--- config.mk ---
export PLATFORM = sky130hd
export DESIGN_NAME = nrzi_write_chan
export DESIGN_NICKNAME = d
export VERILOG_FILES = /design/src/rtl/nrzi_pkg.sv /design/src/rtl/nrzi_deskew_regs.sv /design/src/rtl/nrzi_track.sv /design/src/rtl/nrzi_gap_mon.sv /design/src/rtl/nrzi_write_chan.sv
export SDC_FILE = /design/constraint.sdc
export NUM_CORES = 1
export LEC_CHECK = 0
export ABC_AREA = 1
export BUFFER_PORTS_ARGS = -buffer_cell sky130_fd_sc_hd__buf_4
export CORE_MARGIN = 3
export CORE_UTILIZATION = 45
export DETAILED_ROUTE_END_ITERATION = 10
export PLACE_DENSITY_LB_ADDON = 0.12
export SETUP_SLACK_MARGIN = 0.5
export SKIP_LAST_GASP = 1
export SYNTH_ARGS = -nofsm -noshare
export SYNTH_HDL_FRONTEND = slang
export SYNTH_SLANG_ARGS = --single-unit
--- constraint.sdc ---
create_clock -name clk_i -period 3.6 [get_ports clk_i]
set_clock_uncertainty 0.2 [all_clocks]
set_input_delay 1.08 -clock clk_i [delete_from_list [all_inputs] [get_ports clk_i]]
set_output_delay 1.08 -clock clk_i [all_outputs]
set_load 0.03 [all_outputs]
--- src/rtl/nrzi_pkg.sv ---
package nrzi_pkg;
  localparam int unsigned MAX_TRACKS = 9;

  function automatic int unsigned sel_width(input int unsigned n);
    return (n <= 1) ? 1 : $clog2(n);
  endfunction

  typedef enum logic [1:0] {
    TRK_IDLE = 2'd0,
    TRK_WAIT = 2'd1
  } trk_state_e;
endpackage

--- src/rtl/nrzi_deskew_regs.sv ---
module nrzi_deskew_regs #(
  parameter int unsigned TRACKS = 9,
  parameter int unsigned DLY_W  = 4,
  parameter int unsigned SEL_W  = 4
) (
  input  logic                          clk_i,
  input  logic                          rst_ni,
  input  logic                          we_i,
  input  logic [SEL_W-1:0]              sel_i,
  input  logic [DLY_W-1:0]              val_i,
  output logic [TRACKS-1:0][DLY_W-1:0]  dly_o
);
  for (genvar t = 0; t < TRACKS; t++) begin : g_reg
    logic hit;
    assign hit = we_i && (sel_i == SEL_W'(t));
    always_ff @(posedge clk_i or negedge rst_ni) begin
      if (!rst_ni)  dly_o[t] <= '0;
      else if (hit) dly_o[t] <= val_i;
    end
  end
endmodule

--- src/rtl/nrzi_track.sv ---
module nrzi_track
  import nrzi_pkg::*;
#(
  parameter int unsigned DLY_W = 4
) (
  input  logic             clk_i,
  input  logic             rst_ni,
  input  logic             en_i,
  input  logic             start_i,
  input  logic [DLY_W-1:0] dly_i,
  output logic             head_o,
  output logic             toggled_o,
  output logic             busy_o
);
  trk_state_e      state_q;
  logic [DLY_W-1:0] cnt_q;

  assign busy_o = (state_q == TRK_WAIT);

  always_ff @(posedge clk_i or negedge rst_ni) begin
    if (!rst_ni) begin
      state_q   <= TRK_IDLE;
      cnt_q     <= '0;
      head_o    <= 1'b0;
      toggled_o <= 1'b0;
    end else if (!en_i) begin
      // direct clear while writing is not allowed
      state_q   <= TRK_IDLE;
      cnt_q     <= '0;
      head_o    <= 1'b0;
      toggled_o <= 1'b0;
    end else begin
      toggled_o <= 1'b0;
      case (state_q)
        TRK_IDLE: begin
          if (start_i) begin
            state_q <= TRK_WAIT;
            cnt_q   <= dly_i;
          end
        end
        TRK_WAIT: begin
          if (cnt_q == '0) begin
            head_o    <= ~head_o;
            toggled_o <= 1'b1;
            state_q   <= TRK_IDLE;
          end else begin
            cnt_q <= cnt_q - 1'b1;
          end
        end
        default: state_q <= TRK_IDLE;
      endcase
    end
  end

  AST_CAPTURE_ARMS: assert property (@(posedge clk_i) disable iff (!rst_ni)
    (en_i && start_i && !busy_o) |=> busy_o) else $error("capture did not arm");

  AST_HEAD_ONLY_ON_TOGGLE: assert property (@(posedge clk_i) disable iff (!rst_ni)
    (head_o != $past(head_o)) |-> (toggled_o || !$past(en_i))) else $error("head moved without toggle");

  AST_TOGGLE_ENDS_WAIT: assert property (@(posedge clk_i) disable iff (!rst_ni)
    toggled_o |-> !busy_o) else $error("toggle while still waiting");
endmodule

--- src/rtl/nrzi_gap_mon.sv ---
module nrzi_gap_mon #(
  parameter int unsigned GAP_CYC = 12
) (
  input  logic clk_i,
  input  logic rst_ni,
  input  logic en_i,
  input  logic wr_reset_i,
  input  logic strobe_i,
  output logic gap_err_o
);
  localparam int unsigned GAP_W = (GAP_CYC < 1) ? 1 : $clog2(GAP_CYC + 1);

  logic [GAP_W-1:0] gap_q;

  always_ff @(posedge clk_i or negedge rst_ni) begin
    if (!rst_ni) begin
      gap_q     <= '0;
      gap_err_o <= 1'b0;
    end else if (!en_i) begin
      gap_q     <= '0;
      gap_err_o <= 1'b0;
    end else begin
      gap_err_o <= strobe_i && (gap_q != '0);
      if (wr_reset_i)        gap_q <= GAP_W'(GAP_CYC);
      else if (gap_q != '0)  gap_q <= gap_q - 1'b1;
    end
  end

  if (GAP_CYC > 0) begin : g_ast
    AST_GAP_NEXT_STROBE: assert property (@(posedge clk_i) disable iff (!rst_ni)
      (en_i && $past(en_i) && $past(wr_reset_i) && !wr_reset_i && strobe_i) |=> gap_err_o)
      else $error("strobe right after reset not flagged");
  end
endmodule

--- src/rtl/nrzi_write_chan.sv ---
module nrzi_write_chan
  import nrzi_pkg::*;
#(
  parameter int unsigned TRACKS  = 9,
  parameter int unsigned DLY_W   = 4,
  parameter int unsigned GAP_CYC = 12,
  localparam int unsigned SEL_W  = sel_width(TRACKS)
) (
  input  logic              clk_i,
  input  logic              rst_ni,
  input  logic [TRACKS-1:0] wr_data_i,
  input  logic              wr_strobe_i,
  input  logic              wr_reset_i,
  input  logic              wr_permit_i,
  input  logic              run_i,
  input  logic              dly_we_i,
  input  logic [SEL_W-1:0]  dly_sel_i,
  input  logic [DLY_W-1:0]  dly_val_i,
  output logic [TRACKS-1:0] head_o,
  output logic [TRACKS-1:0] toggled_o,
  output logic              overrun_o,
  output logic              gap_err_o
);
  logic                         en;
  logic [TRACKS-1:0]            start;
  logic [TRACKS-1:0]            busy;
  logic [TRACKS-1:0][DLY_W-1:0] dly;

  assign en = wr_permit_i && run_i;

  // data ONEs and check-character ONEs share one path
  assign start = ({TRACKS{wr_strobe_i}} & wr_data_i) | ({TRACKS{wr_reset_i}} & head_o);

  nrzi_deskew_regs #(.TRACKS(TRACKS), .DLY_W(DLY_W), .SEL_W(SEL_W)) u_dly (
    .clk_i (clk_i),
    .rst_ni(rst_ni),
    .we_i  (dly_we_i),
    .sel_i (dly_sel_i),
    .val_i (dly_val_i),
    .dly_o (dly)
  );

  for (genvar t = 0; t < TRACKS; t++) begin : g_trk
    nrzi_track #(.DLY_W(DLY_W)) u_trk (
      .clk_i    (clk_i),
      .rst_ni   (rst_ni),
      .en_i     (en),
      .start_i  (start[t]),
      .dly_i    (dly[t]),
      .head_o   (head_o[t]),
      .toggled_o(toggled_o[t]),
      .busy_o   (busy[t])
    );
  end

  always_ff @(posedge clk_i or negedge rst_ni) begin
    if (!rst_ni) overrun_o <= 1'b0;
    else         overrun_o <= en && |(start & busy);
  end

  nrzi_gap_mon #(.GAP_CYC(GAP_CYC)) u_gap (
    .clk_i     (clk_i),
    .rst_ni    (rst_ni),
    .en_i      (en),
    .wr_reset_i(wr_reset_i),
    .strobe_i  (wr_strobe_i),
    .gap_err_o (gap_err_o)
  );

  AST_DISABLE_CLEARS: assert property (@(posedge clk_i) disable iff (!rst_ni)
    !en |=> (head_o == '0)) else $error("heads not cleared while disabled");

  AST_OVERRUN_FLAG: assert property (@(posedge clk_i) disable iff (!rst_ni)
    (en && wr_strobe_i && |(wr_data_i & busy)) |=> overrun_o) else $error("overrun missed");

  AST_NO_TOGGLE_DISABLED: assert property (@(posedge clk_i) disable iff (!rst_ni)
    !en |=> (toggled_o == '0)) else $error("toggle while disabled");
endmodule

==> results of run 1 <==
-- state kept, by name (all words and copies together), names as in the netlist --
name,cells
g_trk.u_trk.cnt_q,36
g_trk.u_trk.state_q,9
u_gap.gap_q,4
overrun_o,1
u_dly.dly_o,36
g_trk.u_trk.head_o,9
u_gap.gap_err_o,1
g_trk.u_trk.toggled_o,9
-- cell usage after synthesis --
| cell type | count | share of area |
|---|---|---|
| sky130_fd_sc_hd__nor2_2 | 5 | 0.0055 |
| sky130_fd_sc_hd__or2_2 | 1 | 0.0011 |
| sky130_fd_sc_hd__a21oi_4 | 6 | 0.017 |
| sky130_fd_sc_hd__nand3b_1 | 1 | 0.0013 |
| sky130_fd_sc_hd__inv_1 | 76 | 0.050 |
| sky130_fd_sc_hd__nand4_1 | 10 | 0.011 |
| sky130_fd_sc_hd__a31oi_1 | 1 | 0.0011 |
| sky130_fd_sc_hd__o22ai_1 | 5 | 0.0055 |
| sky130_fd_sc_hd__buf_12 | 2 | 0.0070 |
| sky130_fd_sc_hd__ha_1 | 18 | 0.039 |
| sky130_fd_sc_hd__nor3_2 | 2 | 0.0035 |
| sky130_fd_sc_hd__o21ai_0 | 77 | 0.067 |
| sky130_fd_sc_hd__inv_4 | 4 | 0.0044 |
| sky130_fd_sc_hd__a21oi_1 | 11 | 0.0096 |
| sky130_fd_sc_hd__xnor2_1 | 9 | 0.014 |
| sky130_fd_sc_hd__nor2_4 | 16 | 0.031 |
| sky130_fd_sc_hd__nor2_1 | 43 | 0.028 |
| sky130_fd_sc_hd__o21ai_1 | 29 | 0.025 |
| sky130_fd_sc_hd__nand2_4 | 6 | 0.012 |
| sky130_fd_sc_hd__nand3_1 | 33 | 0.029 |
| sky130_fd_sc_hd__nor2_8 | 5 | 0.017 |
| sky130_fd_sc_hd__buf_4 | 21 | 0.028 |
| sky130_fd_sc_hd__nand2_1 | 192 | 0.13 |
| sky130_fd_sc_hd__dfrtp_1 | 105 | 0.46 |
| sky130_fd_sc_hd__inv_2 | 10 | 0.0066 |
-- area by class of cell --
class	count	area, um2
Clock buffer	11	233
Sequential cell	105	2630
Fill cell	1161	5840
Inverter	90	348
Multi-Input combinational cell	470	2550
Timing Repair Buffer	46	358
Tap cell	168	210
Clock inverter	4	45.0
-- routing by layer --
metal	track usage	wire length, um	vias to the layer above
li1	-	-	2245
met1	0.242	5670	2067
met2	0.301	5730	77
met3	0.0493	508	15
met4	0.0521	174	0
met5	0	0	-
-- logic make-up (layout without fill, tap and decap cells) --
logic type / Yosys count / after routing
AO/OA/AOI/OAI: 129 / 129
XOR/XNOR: 9 / 9
adder cells (fa/ha/maj): 18 / 18
buffers and inverters: 113 / 151
flip-flops: 105 / 105
AND/OR/NAND/NOR: 314 / 314
-- final timing paths --
kind                                           end  slack (ns)  cells past startpoint
setup / recovery                         head_o[8]        1.37                      1
hold / removal                     u_dly.dly_o[25]        0.29                      2
setup reg to reg                    u_gap.gap_q[1]        1.99                      7
hold reg to reg                    u_dly.dly_o[25]        0.29                      2
max in group asynchronous  g_trk[7].u_trk.cnt_q[3]        2.16                      2
min in group asynchronous  g_trk[8].u_trk.cnt_q[0]        0.40                      1
-- through the flow --
| stage | setup slack [ns] | util | std cells | total power (uW) | instance area (um2) |
|---|---|---|---|---|---|
| after floorplan | 1.50 | - | 688 | 2190 | 5720 |
| after global placement | 1.07 | 0.499 | 879 | 2360 | 6090 |
| final | 1.37 | 0.522 | 894 | 3310 | 6370 |
| after CTS | 1.36 | 0.522 | 894 | 3360 | 6370 |
| after detailed placement | 1.03 | 0.499 | 879 | 2380 | 6090 |
| after global routing | 1.31 | 0.522 | 894 | 3540 | 6370 |
-- power breakdown --
| group | internal, uW | switching [uW] | leakage [uW] |
|---|---|---|---|
| Sequential | 1370 | 142 | 0.00139 |
| Clock | 533 | 422 | 0.000139 |
| Combinational | 311 | 535 | 0.00165 |
| Total | 2210 | 1100 | 0.00318 |
==> out/qor.json, run 1 <==
{
  "grt_antenna_before_repair": {"value": 0},
  "synth_compound_area_frac": {"value": 0.126},
  "routedWlPerCell": {"value": 13.5, "unit": "um"},
  "synth.cell_area": {"value": 5720, "unit": "um2"},
  "htree_levels": {"value": 3},
  "report.final.slew_viol_count": {"value": 0},
  "synth_sequential_area_ratio": {"value": 0.459},
  "detailroute.via_count": {"value": 4404},
  "timing.critical_path.from": {"value": "g_trk[8].u_trk.head_o"},
  "grt_pass1_vias": {"value": 4356},
  "synthAdderAreaFrac": {"value": 0.0394},
  "drt_pass1_iterations": {"value": 4},
  "p_leak": {"value": 0.00318, "unit": "uW"},
  "arrival_time_at_the_worst_endpoint": {"value": 0.95, "unit": "ns"},
  "layout-area-overhead-vs-synth": {"value": 11.3, "unit": "%"},
  "cts_root_buf": {"value": "sky130_fd_sc_hd__clkbuf_16"},
  "tritoncts": {"value": "done"},
  "worst_path_largest_cell_delay": {"value": 0.42, "unit": "ns"},
  "critPathRequiredTime": {"value": 2.32, "unit": "ns"},
  "grt_start_max_net_pins": {"value": 63},
  "synthesis.nets": {"value": 730},
  "finalNetCount": {"value": 764},
  "tightestPinTransition": {"value": 0.405, "unit": "ns"},
  "design.die.area": {"value": 14100, "unit": "um2"},
  "power.density_cell_area": {"value": 520, "unit": "nW/um2"},
  "crit_path_end_kind": {"value": "primary output"},
  "postCtsHoldBufs": {"value": 0},
  "worst_path_dominant_cell_family": {"value": "flip-flops"},
  "place_congestion": {"value": 0.857},
  "status": {"value": "complete, no violations"},
  "cts_resized": {"value": 0},
  "mostFrequentLayoutCell": {"value": "sky130_fd_sc_hd__nand2_1"},
  "path_clk_slew": {"value": 0.07, "unit": "ns"},
  "route.detailed.drc": {"value": 0},
  "path_cells": {"value": "buf_4"},
  "most-common-layout-cells": {"value": "192 x sky130_fd_sc_hd__nand2_1, 105 x sky130_fd_sc_hd__dfrtp_1, 77 x sky130_fd_sc_hd__o21ai_0, 76 x sky130_fd_sc_hd__inv_1, 45 x sky130_fd_sc_hd__buf_4"},
  "die_w": {"value": 119, "unit": "um"},
  "maxClockFrequency": {"value": 449, "unit": "MHz"},
  "drt_iter0_drc": {"value": 239},
  "critical_path.reg2reg.startpoint": {"value": "u_gap.gap_q[0]"},
  "crit_path_max_delay_cell_type": {"value": "sky130_fd_sc_hd__dfrtp_1"},
  "worst-path-max-fanout": {"value": 4},
  "rsz0062_at_grt": {"value": "false"},
  "fin_crit_sh": {"value": 0.619},
  "antenna-diode-count": {"value": 0},
  "die_height": {"value": 119, "unit": "um"},
  "finalWorstPathRequiredPeriod": {"value": 2.23, "unit": "ns"},
  "setup_viol": {"value": 0},
  "grt_pass1_wl": {"value": 20.9, "unit": "mm"},
  "warnings_from_yosys": {"value": 0},
  "xor_and_xnor_fraction_of_the_mapped_netlist_area": {"value": 0.0138},
  "synth_simple_gate_area_share": {"value": 0.266},
  "worstSetupPathType": {"value": "reg -> out"},
  "worst_hold_path_type": {"value": "reg -> reg"},
  "max-vdd-ir-drop": {"value": 370, "unit": "uV"},
  "cp-start-kind": {"value": "flop"},
  "timing.critical_path.buf_inv": {"value": 1},
  "coreArea": {"value": 12200, "unit": "um2"},
  "finalHoldViolCount": {"value": 0},
  "cts_made_buffers": {"value": 9},
  "synth_seq_cells": {"value": 105},
  "min_from": {"value": "u_dly.dly_o[25]"},
  "synthMuxAreaShare": {"value": 0},
  "synth_top_family_by_area": {"value": "simple AND/OR/NAND/NOR gates"},
  "grt_util_all_layers": {"value": 0.184},
  "clock_latency_of_the_later_clocked_register_in_the_worst_skew_pair": {"value": 0.35, "unit": "ns"},
  "post_route_cells_drive_above_1_share": {"value": 0.157},
  "postCtsSetupRepairBufs": {"value": 0},
  "post_synth_num_cell_types": {"value": 25},
  "io_pins": {"value": 44},
  "num_rows": {"value": 40},
  "floorplan.initialDensity": {"value": 0.468},
  "overflow": {"value": 0},
  "tritoncts_num_sinks": {"value": 105},
  "slew-limit-headroom": {"value": 0.730},
  "syn_area_per_cell": {"value": 8.31, "unit": "um2"},
  "port-buffer-count": {"value": 43},
  "syn_inst": {"value": 688},
  "postRouteWirelength": {"value": 12.1, "unit": "mm"},
  "maxCapViolCount": {"value": 0},
  "dpl.hpwl": {"value": 8.66, "unit": "mm"},
  "timing.hold.ws": {"value": 0.288, "unit": "ns"},
  "ctsLongestPathBuffers": {"value": 2},
  "ant_nets": {"value": 0},
  "sum_of_negative_setup_slack": {"value": 0, "unit": "ns"},
  "post_drt_via_cell_ratio": {"value": 4.93}
}
No activity file was read; power rests on OpenSTA's default activity.
==> run 2: changes to the inputs <==
ABC_AREA = 0   (was 1)
clock period = 1.9 ns   (was 3.6 ns; I/O delays follow)
==> out/qor.json, run 2 <==
{
  "crit_path_end_kind": {"value": "primary output"},
  "report.final.slew_viol_count": {"value": 0},
  "path_cells": {"value": "buf_6"},
  "die_height": {"value": 117, "unit": "um"},
  "final_core_utilization": {"value": 0.677},
  "grt_util_all_layers": {"value": 0.207},
  "warnings_from_yosys": {"value": 0},
  "tritoncts_num_sinks": {"value": 105},
  "num_rows": {"value": 39},
  "syn_area_per_cell": {"value": 11.0, "unit": "um2"},
  "coreArea": {"value": 11700, "unit": "um2"},
  "most-common-layout-cells": {"value": "102 x sky130_fd_sc_hd__dfrtp_1, 90 x sky130_fd_sc_hd__buf_4, 55 x sky130_fd_sc_hd__buf_6, 34 x sky130_fd_sc_hd__nor2_1, 25 x sky130_fd_sc_hd__mux2_2"},
  "port-buffer-count": {"value": 43},
  "layout-area-overhead-vs-synth": {"value": 44.0, "unit": "%"},
  "finalWorstPathRequiredPeriod": {"value": 1.68, "unit": "ns"},
  "critical_path.reg2reg.startpoint": {"value": "g_trk[6].u_trk.head_o"},
  "die_w": {"value": 117, "unit": "um"},
  "num-fill-cells": {"value": 849},
  "syn_inst": {"value": 500},
  "post-synth-top-count-cell": {"value": "sky130_fd_sc_hd__dfrtp_1"},
  "grt_start_max_net_pins": {"value": 34},
  "arrival_time_at_the_worst_endpoint": {"value": 0.91, "unit": "ns"},
  "grt_pass1_wl": {"value": 21.7, "unit": "mm"},
  "detailroute.via_count": {"value": 4122},
  "clock_latency_of_the_later_clocked_register_in_the_worst_skew_pair": {"value": 0.35, "unit": "ns"},
  "worst-path-max-fanout": {"value": 1},
  "postLayoutCellArea": {"value": 7930, "unit": "um2"},
  "synthMuxAreaShare": {"value": 0.122},
  "htree_levels": {"value": 3},
  "reg.largest.list": {"value": "g_trk.u_trk.cnt_q: 36 flops, u_dly.dly_o: 36 flops"},
  "tritoncts": {"value": "done"},
  "cts_made_buffers": {"value": 9},
  "synth_flop_cell": {"value": "sky130_fd_sc_hd__dfrtp_1"},
  "post_route_cells_drive_above_1_share": {"value": 0.557},
  "post_drt_via_cell_ratio": {"value": 5.35},
  "worstSetupPathType": {"value": "reg -> out"},
  "crit_path_max_delay_cell_type": {"value": "sky130_fd_sc_hd__dfrtp_1"},
  "place_congestion": {"value": 0.792},
  "io_pins": {"value": 44},
  "maxCapViolCount": {"value": 0},
  "placed_area": {"value": 6150, "unit": "um2"},
  "synth_sequential_area_ratio": {"value": 0.477},
  "synthAdderAreaFrac": {"value": 0.0409},
  "fin_crit_sh": {"value": 0.887},
  "cp-start-kind": {"value": "flop"},
  "slew-limit-headroom": {"value": 0.705},
  "drt_pass1_iterations": {"value": 5},
  "post_synth_num_cell_types": {"value": 49},
  "synth.cell_area": {"value": 5510, "unit": "um2"},
  "routedWlPerCell": {"value": 17.7, "unit": "um"},
  "cts_root_buf": {"value": "sky130_fd_sc_hd__clkbuf_16"},
  "overflow": {"value": 0},
  "worstReg2RegEnd": {"value": "g_trk[6].u_trk.cnt_q[0]"},
  "design.die.area": {"value": 13600, "unit": "um2"},
  "grt_pass1_vias": {"value": 4284},
  "antenna-diode-count": {"value": 0},
  "setup_viol": {"value": 0},
  "tightestPinTransition": {"value": 0.442, "unit": "ns"},
  "worst_path_dominant_cell_family": {"value": "flip-flops"},
  "p_leak": {"value": 0.00349, "unit": "uW"},
  "rsz0062_at_grt": {"value": "true"},
  "power.density_cell_area": {"value": 744, "unit": "nW/um2"},
  "violations_in_the_final_reports": {"value": "negative hold slack"},
  "reg2reg_setup_slack": {"value": 0.24, "unit": "ns"},
  "timing.critical_path.buf_inv": {"value": 1},
  "status": {"value": "finished with violations"},
  "top_area_cell_type_share_of_the_netlist_area": {"value": 0.477},
  "route.detailed.drc": {"value": 0},
  "finalHoldViolCount": {"value": 26},
  "xor_and_xnor_fraction_of_the_mapped_netlist_area": {"value": 0.0159},
  "floorplan.initialDensity": {"value": 0.470},
  "mostFrequentLayoutCell": {"value": "sky130_fd_sc_hd__dfrtp_1"},
  "critPathRequiredTime": {"value": 1.13, "unit": "ns"},
  "worst_hold_path_type": {"value": "in -> async"},
  "dpl.hpwl": {"value": 8.26, "unit": "mm"},
  "postRouteWirelength": {"value": 13.6, "unit": "mm"},
  "synthesis.nets": {"value": 542},
  "postSynth.asyncResetShare": {"value": 1.00},
  "cell_types_occupying_the_most_area_after_synthesis": {"value": "sky130_fd_sc_hd__dfrtp_1 48%, sky130_fd_sc_hd__mux2_2 8.6%, sky130_fd_sc_hd__ha_1 4.1%"},
  "finalNetCount": {"value": 666},
  "ctsLongestPathBuffers": {"value": 2},
  "ant_nets": {"value": 0},
  "drt_iter0_drc": {"value": 156},
  "worst_path_largest_cell_delay": {"value": 0.41, "unit": "ns"},
  "path_clk_slew": {"value": 0.07, "unit": "ns"},
  "synth_simple_gate_area_share": {"value": 0.129},
  "worst_r2r_path_depth": {"value": 6},
  "maxClockFrequency": {"value": 594, "unit": "MHz"},
  "grt_antenna_before_repair": {"value": 0},
  "max-vdd-ir-drop": {"value": 553, "unit": "uV"},
  "synth_largest_area_cell": {"value": "sky130_fd_sc_hd__dfrtp_1"},
  "synth_top_family_by_area": {"value": "compound AO/OA/AOI/OAI gates"},
  "synth-edff-count": {"value": 0},
  "synth_compound_area_frac": {"value": 0.146},
  "synth_seq_cells": {"value": 105},
  "synthTopCellsByCount": {"value": "105 x sky130_fd_sc_hd__dfrtp_1, 56 x sky130_fd_sc_hd__nor2_1, 42 x sky130_fd_sc_hd__mux2_2, 38 x sky130_fd_sc_hd__inv_1"},
  "timing.hold.ws": {"value": -0.0385, "unit": "ns"}
}
run 2: cell count changes in the layout (fill, tap and decap cells not counted), moves of 19 or more:
cell,delta
sky130_fd_sc_hd__buf_4,+45
sky130_fd_sc_hd__buf_6,+55
sky130_fd_sc_hd__inv_1,-58
sky130_fd_sc_hd__mux2_2,+25
sky130_fd_sc_hd__mux2i_1,+19
sky130_fd_sc_hd__nand2_1,-187
sky130_fd_sc_hd__nand3_1,-33
sky130_fd_sc_hd__o21ai_0,-69
sky130_fd_sc_hd__o21ai_1,-25
run 2: how the worst max path moves through the flow:
stage              startpoint                 endpoint  cells after the start
6_report            overrun_o                overrun_o                      1
3_3_place_gp     dly_sel_i[3]          u_dly.dly_o[23]                      5
3_5_place_dp     dly_sel_i[3]          u_dly.dly_o[31]                      5
2_1_floorplan     wr_strobe_i  g_trk[7].u_trk.cnt_q[0]                      5
5_1_grt        u_gap.gap_q[0]           u_gap.gap_q[3]                      6
4_1_cts             overrun_o                overrun_o                      1
run 2: cell type report:
type,count,area [um2],share of cell area
Tap cell,143,179,0.0226
Sequential cell,105,2630,0.332
Timing Repair Buffer,151,1410,0.177
Inverter,38,143,0.0180
Clock inverter,3,65.1,0.00820
Clock buffer,11,253,0.0319
Multi-Input combinational cell,319,3260,0.411
run 2: routing by layer:
metal / GRT usage / part of all wire
met5: 0 / 0
met4: 0.0566 / 0.013
met3: 0.0539 / 0.031
met2: 0.350 / 0.51
met1: 0.263 / 0.44
run 2: through the flow:
| stage | setup TNS, ns | instances | power (uW) | setup slack, ns |
|---|---|---|---|---|
| 6_report | 0 | 770 | 5910 | 0.215 |
| 5_1_grt | 0 | 770 | 6190 | 0.181 |
| 4_1_cts | 0 | 748 | 5840 | 0.187 |
| 3_5_place_dp | -0.549 | 676 | 3590 | -0.0839 |
| 3_3_place_gp | -0.227 | 676 | 3560 | -0.0424 |
| 2_1_floorplan | 0 | 500 | 3280 | 0.113 |
run 2: timing repair:
action | 4_1_cts | 5_1_grt
buffers inserted | 58 | 22
endpoints found under the setup margin | 113 | 115
pin swaps | 55 | 33
endpoints found under the hold margin | 26 | 26
resized for setup | 136 | 65
run 2: kinds of logic (layout without fill, tap and decap cells):
| logic type | Yosys count | in the layout |
|---|---|---|
| AND/OR/NAND/NOR | 127 | 127 |
| AO/OA/AOI/OAI | 102 | 102 |
| multiplexers | 62 | 62 |
| adder cells (fa/ha/maj) | 18 | 18 |
| flip-flops | 105 | 105 |
| buffers and inverters | 76 | 203 |
| XOR/XNOR | 10 | 10 |
run 2: where the power goes:
part / internal, uW / switching (uW)
Clock: 1210 / 775
Combinational: 711 / 567
Sequential: 2460 / 179
Total: 4380 / 1520
